<file path="src/rtl/camMatchPkg.sv">
package camMatchPkg;

  // Strobes from the sequencing control to the storage datapath
  typedef struct packed {
    logic clearAll;   // drop every valid bit (new bundle accepted)
    logic writeEn;    // store one bundle element at writeIdx
    logic probeFire;  // a right element is accepted this cycle
  } ctrlStrobeT;

endpackage

</file>
<file path="src/rtl/cam_match_ctrl.sv">
module cam_match_ctrl
  import camMatchPkg::*;
#(
  parameter int CAM_DEPTH = 32
) (
  input  logic                               clk,
  input  logic                               rstN,
  input  logic                               loadStart,
  input  logic [$clog2(CAM_DEPTH+1)-1:0]     loadCount,
  input  logic                               loadEndRow,
  input  logic                               loadValid,
  input  logic                               probeValid,
  input  logic                               queueFull,
  output ctrlStrobeT                         strobes,
  output logic [$clog2(CAM_DEPTH)-1:0]       writeIdx,
  output logic                               loadReady,
  output logic                               probeReady,
  output logic                               rowEnd
);

  localparam int CNT_W = $clog2(CAM_DEPTH + 1);
  localparam int IDX_W = $clog2(CAM_DEPTH);
  localparam logic [CNT_W-1:0] CAP = CNT_W'(CAM_DEPTH);

  typedef enum logic {ST_READY, ST_LOAD} stateT;

  stateT            state;
  logic [CNT_W-1:0] wrCnt;
  logic [CNT_W-1:0] target;
  logic [CNT_W-1:0] clamped;
  logic [CNT_W-1:0] wrNext;

  always_comb begin
    clamped = (loadCount > CAP) ? CAP : loadCount;
    wrNext  = wrCnt + CNT_W'(1);
  end

  always_comb begin
    loadReady          = (state == ST_READY);
    probeReady         = (state == ST_READY) && !queueFull;
    strobes.clearAll   = loadStart && loadReady;
    strobes.writeEn    = (state == ST_LOAD) && loadValid;
    strobes.probeFire  = probeValid && probeReady;
    writeIdx           = wrCnt[IDX_W-1:0];
  end

  always_ff @(posedge clk) begin
    if (!rstN) begin
      state  <= ST_READY;
      wrCnt  <= '0;
      target <= '0;
      rowEnd <= 1'b0;
    end else if (strobes.clearAll) begin
      target <= clamped;
      wrCnt  <= '0;
      rowEnd <= loadEndRow;
      state  <= (clamped == '0) ? ST_READY : ST_LOAD;
    end else if (strobes.writeEn) begin
      wrCnt <= wrNext;
      if (wrNext == target) begin
        state <= ST_READY;
      end
    end
  end

endmodule

</file>
<file path="src/rtl/cam_match_dp.sv">
module cam_match_dp
  import camMatchPkg::*;
#(
  parameter int CAM_DEPTH = 32,
  parameter int KEY_W     = 16,
  parameter int DATA_W    = 32
) (
  input  logic                         clk,
  input  logic                         rstN,
  input  ctrlStrobeT                   strobes,
  input  logic [$clog2(CAM_DEPTH)-1:0] writeIdx,
  input  logic [KEY_W-1:0]             loadKey,
  input  logic [DATA_W-1:0]            loadData,
  input  logic [KEY_W-1:0]             probeRow,
  output logic                         hit,
  output logic [DATA_W-1:0]            leftVal,
  output logic [CAM_DEPTH-1:0]         validBits
);

  localparam int IDX_W = $clog2(CAM_DEPTH);

  logic [KEY_W-1:0]  keyMem  [CAM_DEPTH];
  logic [IDX_W-1:0]  addrMem [CAM_DEPTH];
  logic [DATA_W-1:0] valMem  [CAM_DEPTH];
  logic [CAM_DEPTH-1:0] matchVec;
  logic [IDX_W-1:0]  hitIdx;
  logic [IDX_W-1:0]  slotAddr;

  // One key/payload entry per position, each with its own comparator
  for (genvar i = 0; i < CAM_DEPTH; i++) begin : g_entry
    logic selThis;
    assign selThis = strobes.writeEn && (writeIdx == IDX_W'(i));

    always_ff @(posedge clk) begin
      if (!rstN) begin
        validBits[i] <= 1'b0;
      end else if (strobes.clearAll) begin
        validBits[i] <= 1'b0;
      end else if (selThis) begin
        validBits[i] <= 1'b1;
      end
    end

    always_ff @(posedge clk) begin
      if (selThis) begin
        keyMem[i]  <= loadKey;
        addrMem[i] <= writeIdx;
      end
    end

    assign matchVec[i] = validBits[i] && (keyMem[i] == probeRow);
  end

  // Side value store, addressed by the slot the entry payload names
  always_ff @(posedge clk) begin
    if (strobes.writeEn) begin
      valMem[writeIdx] <= loadData;
    end
  end

  // Lowest-numbered matching entry wins
  always_comb begin
    hitIdx = '0;
    for (int i = CAM_DEPTH - 1; i >= 0; i--) begin
      if (matchVec[i]) begin
        hitIdx = IDX_W'(i);
      end
    end
    hit      = |matchVec;
    slotAddr = addrMem[hitIdx];
    leftVal  = valMem[slotAddr];
  end

endmodule

</file>
<file path="src/rtl/cam_match_fifo.sv">
module cam_match_fifo #(
  parameter int WIDTH = 64,
  parameter int DEPTH = 8
) (
  input  logic             clk,
  input  logic             rstN,
  input  logic             push,
  input  logic [WIDTH-1:0] pushData,
  input  logic             pop,
  output logic [WIDTH-1:0] popData,
  output logic             full,
  output logic             empty
);

  localparam int AW = $clog2(DEPTH);
  localparam int CW = $clog2(DEPTH + 1);

  logic [WIDTH-1:0] mem [DEPTH];
  logic [AW-1:0]    wrPtr;
  logic [AW-1:0]    rdPtr;
  logic [CW-1:0]    fill;
  logic             doPush;
  logic             doPop;

  always_comb begin
    full    = (fill == CW'(DEPTH));
    empty   = (fill == '0);
    doPush  = push && !full;
    doPop   = pop && !empty;
    popData = mem[rdPtr];
  end

  always_ff @(posedge clk) begin
    if (doPush) begin
      mem[wrPtr] <= pushData;
    end
  end

  always_ff @(posedge clk) begin
    if (!rstN) begin
      wrPtr <= '0;
      rdPtr <= '0;
      fill  <= '0;
    end else begin
      if (doPush) wrPtr <= wrPtr + AW'(1);
      if (doPop)  rdPtr <= rdPtr + AW'(1);
      case ({doPush, doPop})
        2'b10:   fill <= fill + CW'(1);
        2'b01:   fill <= fill - CW'(1);
        default: fill <= fill;
      endcase
    end
  end

endmodule

</file>
<file path="src/rtl/cam_index_match.sv">
module cam_index_match
  import camMatchPkg::*;
#(
  parameter int CAM_DEPTH = 32,
  parameter int KEY_W     = 16,
  parameter int DATA_W    = 32,
  parameter int Q_DEPTH   = 8
) (
  input  logic                           clk,
  input  logic                           rstN,
  input  logic                           loadStart,
  input  logic [$clog2(CAM_DEPTH+1)-1:0] loadCount,
  input  logic                           loadEndRow,
  output logic                           loadReady,
  input  logic                           loadValid,
  input  logic [KEY_W-1:0]               loadKey,
  input  logic [DATA_W-1:0]              loadData,
  output logic                           rowEnd,
  input  logic                           probeValid,
  output logic                           probeReady,
  input  logic [KEY_W-1:0]               probeRow,
  input  logic [KEY_W-1:0]               probeCol,
  input  logic [DATA_W-1:0]              probeData,
  output logic                           outValid,
  input  logic                           outReady,
  output logic [DATA_W-1:0]              outLeft,
  output logic [DATA_W-1:0]              outRight,
  output logic [KEY_W-1:0]               outCol
);

  localparam int IDX_W  = $clog2(CAM_DEPTH);
  localparam int ITEM_W = 2 * DATA_W + KEY_W;

  ctrlStrobeT           strobes;
  logic [IDX_W-1:0]     writeIdx;
  logic                 qFull;
  logic                 qEmpty;
  logic                 dpHit;
  logic [DATA_W-1:0]    leftVal;
  logic [CAM_DEPTH-1:0] validBits;
  logic [ITEM_W-1:0]    headItem;

  cam_match_ctrl #(.CAM_DEPTH(CAM_DEPTH)) ctrl_i (
    .clk        (clk),
    .rstN       (rstN),
    .loadStart  (loadStart),
    .loadCount  (loadCount),
    .loadEndRow (loadEndRow),
    .loadValid  (loadValid),
    .probeValid (probeValid),
    .queueFull  (qFull),
    .strobes    (strobes),
    .writeIdx   (writeIdx),
    .loadReady  (loadReady),
    .probeReady (probeReady),
    .rowEnd     (rowEnd)
  );

  cam_match_dp #(
    .CAM_DEPTH (CAM_DEPTH),
    .KEY_W     (KEY_W),
    .DATA_W    (DATA_W)
  ) dp_i (
    .clk       (clk),
    .rstN      (rstN),
    .strobes   (strobes),
    .writeIdx  (writeIdx),
    .loadKey   (loadKey),
    .loadData  (loadData),
    .probeRow  (probeRow),
    .hit       (dpHit),
    .leftVal   (leftVal),
    .validBits (validBits)
  );

  cam_match_fifo #(.WIDTH(ITEM_W), .DEPTH(Q_DEPTH)) queue_i (
    .clk      (clk),
    .rstN     (rstN),
    .push     (strobes.probeFire && dpHit),
    .pushData ({leftVal, probeData, probeCol}),
    .pop      (outReady),
    .popData  (headItem),
    .full     (qFull),
    .empty    (qEmpty)
  );

  always_comb begin
    outValid = !qEmpty;
    {outLeft, outRight, outCol} = headItem;
  end

endmodule

</file>
<file path="config.mk">
export PLATFORM = sky130hd
export DESIGN_NAME = cam_index_match
export DESIGN_NICKNAME = d
export VERILOG_FILES = /design/src/rtl/camMatchPkg.sv /design/src/rtl/cam_match_ctrl.sv /design/src/rtl/cam_match_dp.sv /design/src/rtl/cam_match_fifo.sv /design/src/rtl/cam_index_match.sv
export SDC_FILE = /design/constraint.sdc
export NUM_CORES = 2
export LEC_CHECK = 0
export BUFFER_PORTS_ARGS = -buffer_cell sky130_fd_sc_hd__buf_2
export CAP_MARGIN = 20
export CORE_UTILIZATION = 62
export DETAILED_ROUTE_END_ITERATION = 7
export GPL_ROUTABILITY_DRIVEN = 0
export GPL_TIMING_DRIVEN = 1
export HOLD_SLACK_MARGIN = 0.08
export MAX_ROUTING_LAYER = met4
export PLACE_DENSITY = 0.79
export SLEW_MARGIN = 5
export SYNTH_ARGS = -nofsm -noshare
export SYNTH_HDL_FRONTEND = slang
export SYNTH_HIERARCHICAL = 1
export SYNTH_SLANG_ARGS = --single-unit
export TNS_END_PERCENT = 50
</file>
<file path="constraint.sdc">
create_clock -name clk -period 15.7 [get_ports clk]
set_input_delay 1.57 -clock clk [delete_from_list [all_inputs] [get_ports clk]]
set_output_delay 1.57 -clock clk [all_outputs]
set_load 0.03 [all_outputs]
</file>
-- Yosys cells after proc, flatten, opt, wreduce, memory -nomap -nowiden
Memory sizes are Yosys's and may differ from the RTL's. A register that Yosys moved wholly into a read port is not among the register bits.
Index checks and enable logic that the tools add are counted.
- output and inout bits: 84
- word-level logic and storage cells: 556
- input bits: 125
- flip-flop bits (word level): 56
- bits in writable memories: 2336
- memories kept: 4
- memories (name ; words ; bits a word ; read ports ; clocked after Yosys merged registers in ; write ports ; RTL line ; text):
    dp_i.valMem ; 32 ; 32 ; 1 ; 0 ; 1 ; cam_match_dp.sv:24 ; logic [DATA_W-1:0] valMem [CAM_DEPTH];
    queue_i.mem ; 8 ; 80 ; 1 ; 1 ; 1 ; cam_match_fifo.sv:18 ; logic [WIDTH-1:0] mem [DEPTH];
    dp_i.keyMem ; 32 ; 16 ; 32 ; 0 ; 1 ; cam_match_dp.sv:22 ; logic [KEY_W-1:0] keyMem [CAM_DEPTH];
    dp_i.addrMem ; 32 ; 5 ; 1 ; 0 ; 1 ; cam_match_dp.sv:23 ; logic [IDX_W-1:0] addrMem [CAM_DEPTH];
- bitwise logic cells: 2
- reduce and logical (&&, ||, !) cells: 144
- $add $sub $neg: 5
- equal/unequal tests: 67
- multiplexer cells: 294
- $lt $le $gt $ge: 1
- operators with widths (operator ; count):
    5-bit two-way mux ; 125
    16-bit equality test ; 32
    16-bit two-way mux ; 31
    16-bit OR reduction ; 31
    5-bit OR reduction ; 31
    1-bit two-way mux ; 134
    5-bit equality test (second input constant) ; 16
    1-bit logical AND ; 71
    5-bit by 4-bit equality test with 1-bit output (second input constant) ; 8
    32-bit OR reduction ; 1
    5-bit by 3-bit equality test with 1-bit output (second input constant) ; 4
    5-bit by 2-bit equality test with 1-bit output (second input constant) ; 2
    4-bit one-hot mux with 2 select lines ; 1
    3-bit by 1-bit adder with 3-bit output (second input constant) ; 2
    6-bit by 1-bit adder with 6-bit output (second input constant) ; 1
    6-bit equality test ; 1
    6-bit > comparator (second input constant) ; 1
    6-bit logical NOT ; 1
    3-bit two-way mux ; 2
    6-bit two-way mux ; 1
    2-bit nonzero test ; 3
    5-bit by 1-bit equality test with 1-bit output (second input constant) ; 1
    5-bit logical NOT ; 1
    4-bit by 1-bit adder with 4-bit output (second input constant) ; 1
    9 further kinds ; 11

-- Logic depth before layout (Yosys ltp)
- word-level depth: 36
- mapped depth: 26
- gate-level depth less buffers: 16

-- Modules after synthesis
Netlist, hierarchy kept.
- by module, submodules not included (module ; cells each ; area each (µm²) ; times used ; seq. area each (µm²)):
    cam_match_dp ; 4342 ; 71504.8 ; 1 ; 51569.5
    cam_match_fifo ; 999 ; 24682.4 ; 1 ; 19478.7
    cam_match_ctrl ; 92 ; 787.0 ; 1 ; 280.3
    cam_index_match ; 2 ; 10.0 ; 1 ; 0.0

-- Least setup slack after synthesis
OpenSTA, ideal clock, no wires.
- path type: input-to-reg
- start: input port probeRow[14]
- end: memory queue_i/mem[0][0] (netlist bit), enable pin
- data required time: 14.985 ns
- data arrival time: 11.432 ns
- setup time: 0.715 ns
- stages on the path: 13
- setup slack: 3.553 ns
- buffers on the path: 3
- path through: buf_2 buf_4 buf_4 xnor2_1 nand4_1 or4b_1 nor4_2 nor2_1 nand3_1 or3_1 and2_1 nand2_4 nor4_1
- longest elaborated chain between the ends: 7
- elaborated cells on any way between the ends: 69
- classes of those cells: 32 x eq/ne; 2 x mux; 35 x reduce/logical
- RTL lines (item ; RTL line ; text):
    start: declaration ; cam_index_match.sv:21 ; input logic [KEY_W-1:0] probeRow,
    16-bit equality test ; cam_match_dp.sv:51 ; assign matchVec[i] = validBits[i] && (keyMem[i] == probeRow);
    1-bit logical AND ; cam_match_dp.sv:51 ;
    32-bit OR reduction (*) ; cam_match_dp.sv:69 ; hit = |matchVec;
    via dpHit ; cam_index_match.sv:38 ; logic dpHit;
    1-bit logical AND (*) ; cam_index_match.sv:79 ; .push (strobes.probeFire && dpHit),
    1-bit logical AND (*) ; cam_match_fifo.sv:28 ; doPush = push && !full;
    1-bit two-way mux (*) ; cam_match_fifo.sv:34 ; if (doPush) begin
    1-bit two-way mux (not written as such) (*) ; cam_match_fifo.sv:35 ; mem[wrPtr] <= pushData;
    end: declaration ; cam_match_fifo.sv:18 ;
Mark *: on every way through the listed nets, which the timed path passes. The rest lies on a longest branch.

-- Final worst setup path
- start: input port probeRow[0]
- end: memory queue_i/mem[5][79] (netlist bit) (data pin)
- longest elaborated chain between the ends: 36
- elaborated cells on any way between the ends: 98
- classes of those cells: 32 x eq/ne; 32 x mux; 32 x reduce/logical; 2 x memory
- RTL lines (item ; RTL line ; text):
    16-bit equality test ; cam_match_dp.sv:51 ;
    1-bit logical AND ; cam_match_dp.sv:51 ;
    5-bit two-way mux (31 in a row) ; cam_match_dp.sv:65 ; if (matchVec[i]) begin
    5-bit two-way mux (*) ; cam_match_dp.sv:65 ;
    memory 32 x 5 bit (*) ; - ;
    memory 32 x 32 bit (*) ; - ;
    via leftVal[31] ; cam_index_match.sv:39 ; logic [DATA_W-1:0] leftVal;
Marked as above.

==> reports/results.tsv <==
metric	value	unit
cp_top_family	buffers and inverters	
critPathMostFrequentCell	buf_4	
grt_start_max_net_pins	125	
yosysTopAreaCell	edfxtp_1	
leakagePower	0.0348	µW
root_buffer	clkbuf_16	
ys_top_cells_by_area	edfxtp_1 (72%), mux2i_1 (4.9%), mux4_2 (4.0%)	
critPathBufInv	6	
viasPerCell	6.69	
finClkSkew	0.0637	ns
die-height	398	µm
clk_latency	0.88	ns
cts_sinks	2395	
postCtsSetupBuffers	0	
io_pins	209	
synthToLayoutAreaGrowth	11.3	%
hold_violations	0	
finalSetupViolations	0	
worst_slack	5.66	ns
grt.overflow.total	0	
arrival	10.58	ns
ant_nets	0	
syn-num-nets	5566	
path_clk_slew	0.06	ns
fmax	0.0996	GHz
end_kind	flop	
power.net_switching	2680	µW
finalWirelength	239000	µm
antenna_found_initial	10	
violations	design-rule violations	
row_count	144	
swShare	20.8	%
cts_tree	yes	
synth-edff-count	2336	
synth-async-reset-ratio	0	%
syn_area_per_cell	17.8	µm²
placed_cells	7536	
final_layout_size_suffix_gt1_share	18.8	%
drt_first_pass_iters	8	
core_area	155000	µm²
fin_crit	10.04	ns
die_width	398	µm
yosysUniqueCellTypes	92	
slew_violations	0	
vias	53300	
cts_buffers	224	
slowest_delay	0.90	ns
netlist_instances	5435	
start_util	62.7	%
yosysSeqAreaShare	73.5	%
power.clock.fraction	41.9	%
dr.first_iter.drc_count	6639	
pwr_density_cell	119	nW/µm²
wl_per_cell	30.0	µm
critPathRequiredTime	16.24	ns
worstSetupPathType	in2reg	
grt_pass1_wl	347000	µm
post_cts_resized	0	
crit_path_cell_trace	buf_2 -> buf_4 -> xor2_1 -> nor4b_1 -> nand4b_1 -> nor4_1 -> nand2b_1 -> o311a_1 -> o211ai_2 -> buf_4 -> nand2_2 -> buf_4 -> mux2i_1 -> a31oi_1 -> nand3_1 -> o211a_4 -> buf_12 -> buf_12 -> mux2i_1 -> a22oi_1 -> nand4_1 -> a211oi_1	
cts_max_path_buffers	3	
synthTopCellsByCount	edfxtp_1 (2336), mux2i_1 (477), xor2_1 (307), nand2_1 (232), xnor2_1 (222)	
grt_pass1_vias	53200	
ctsHoldBuffers	0	
comb_power_share	3.5	%
instances_no_fill	7971	
place_ws	5.05	ns
grtUsageTotal	31.1	%
ys_ff_latch	2395	
rsz0062_at_grt	false	
internal-power	10200	µW
dp.final_hpwl	128000	µm
htree_levels	4	
worst_pin_slew	1.18	ns
drc	1	
portBuffers	208	
dieArea	158000	µm²
synth.most_common_cell	edfxtp_1	
min_path_type	reg2reg	
status	finished with violations	
synth-main-ff-cell	edfxtp_1	
netlist_area	97000	µm²
ys_warn_count	6	
fin_util	69.8	%
max-slew-margin-rel	19.4	%
maxCapViolCount	0	
cp_slowest_cell	nor4_1	
crit_path_start_kind	primary input	
fin_nets	5853	
worstPathMaxFanout	124	
yosysTopAreaCellShare	72.3	%
min_period_over_period	63.9	%
seqPwrFrac	54.6	%
vdd_drop_max	0.121	mV
tns	0	ns
## power groups by stage
stage / Clock (µW) / Combinational [µW] / Sequential, µW
after floorplan: 0 / 242 / 7160
after global placement: 0 / 417 / 7160
after detailed placement: 0 / 430 / 7160
after CTS: 5430 / 434 / 7020
after global routing: 5670 / 466 / 7020
final: 5390 / 447 / 7020
## per-layer routing
| metal | wire length [µm] | global-route usage, % | vias up |
|---|---|---|---|
| met5 | 0 | - | - |
| met4 | 7810 | 10.7 | 0 |
| met3 | 27600 | 6.10 | 553 |
| met2 | 113000 | 47.3 | 3450 |
| met1 | 91100 | 42.6 | 27100 |
| li1 | - | - | 22300 |
## final cells by class
class,count,area [µm²]
inverters,11,41.3
multi-input cells,2742,24400
fillers,9304,46600
clock buffers,281,5950
flip-flops and latches,2395,71300
diodes,13,32.5
repair buffers,348,2190
clock inverters,137,1410
well taps,2044,2560
## sequential cells by signal (all words and copies together), names as in the netlist, named ones only
register / count
dp_i/addrMem: 160
queue_i/mem: 640
ctrl_i/state: 1
ctrl_i/rowEnd: 1
dp_i/valMem: 1024
ctrl_i/wrCnt: 6
ctrl_i/target: 6
dp_i/keyMem: 512
dp_i/validBits: 32
queue_i/rdPtr: 3
queue_i/wrPtr: 3
queue_i/fill: 4
## final timing paths
| kind | cells past startpoint | start | slack (ns) | end |
|---|---|---|---|---|
| max | 22 | probeRow[0] | 5.66 | queue_i/mem[5][79] |
| max reg2reg | 19 | dp_i/keyMem[0][1] | 7.02 | queue_i/mem[5][79] |
| min reg2reg | 2 | ctrl_i/rowEnd | 0.47 | ctrl_i/rowEnd |
| min | 2 | ctrl_i/rowEnd | 0.47 | ctrl_i/rowEnd |
## per-stage QoR
stage | area, µm² | total power (µW) | hold slack, ns
2_1_floorplan | 97000 | 7400 | 0.451
3_3_place_gp | 100000 | 7580 | 0.450
3_5_place_dp | 101000 | 7590 | 0.470
4_1_cts | 108000 | 12900 | 0.477
5_1_grt | 108000 | 13200 | 0.505
6_report | 108000 | 12900 | 0.469
## cell usage in the layout (no fill, tap or decap), drive strengths merged, types with 59 or more instances in the layout
| master | instances |
|---|---|
| mux2 | 115 |
| nand2 | 235 |
| edfxtp | 2336 |
| o22ai | 64 |
| xor2 | 307 |
| mux4 | 173 |
| nand4 | 112 |
| clkinv | 106 |
| nor2 | 131 |
| buf | 346 |
| nor4 | 110 |
| mux2i | 477 |
| clkbuf | 283 |
| xnor2 | 222 |
| dfxtp | 59 |
| nor3 | 62 |
| a22oi | 129 |
## cells by family after synthesis
logic type | count (synthesis) | synth area share (%)
and+or+nand+nor | 939 | 5.46
AOI/OAI and AO/OA | 503 | 4.06
adders and majority gates | 6 | 0.0774
DFF | 2395 | 73.5
buffers and inverters | 298 | 1.80
muxes | 765 | 10.3
xor gates and xnor gates | 529 | 4.78
## worst reg2reg max path: stages, from the launching register on
cell	delay (ns)
edfxtp_1	0.38
xor2_1	0.18
nor4b_1	0.42
nand4b_1	0.14
or4_1	0.65
nand2_1	0.20
a21oi_1	0.14
inv_1	0.67
nand2_2	0.52
buf_4	0.44
o31ai_1	0.33
o21ai_0	0.18
nand3_1	0.15
o211a_4	0.71
buf_12	0.72
buf_12	0.78
mux2i_1	0.31
a22oi_1	0.25
nand4_1	0.33
a211oi_1	0.87
Power figures use the tool's default switching activity.
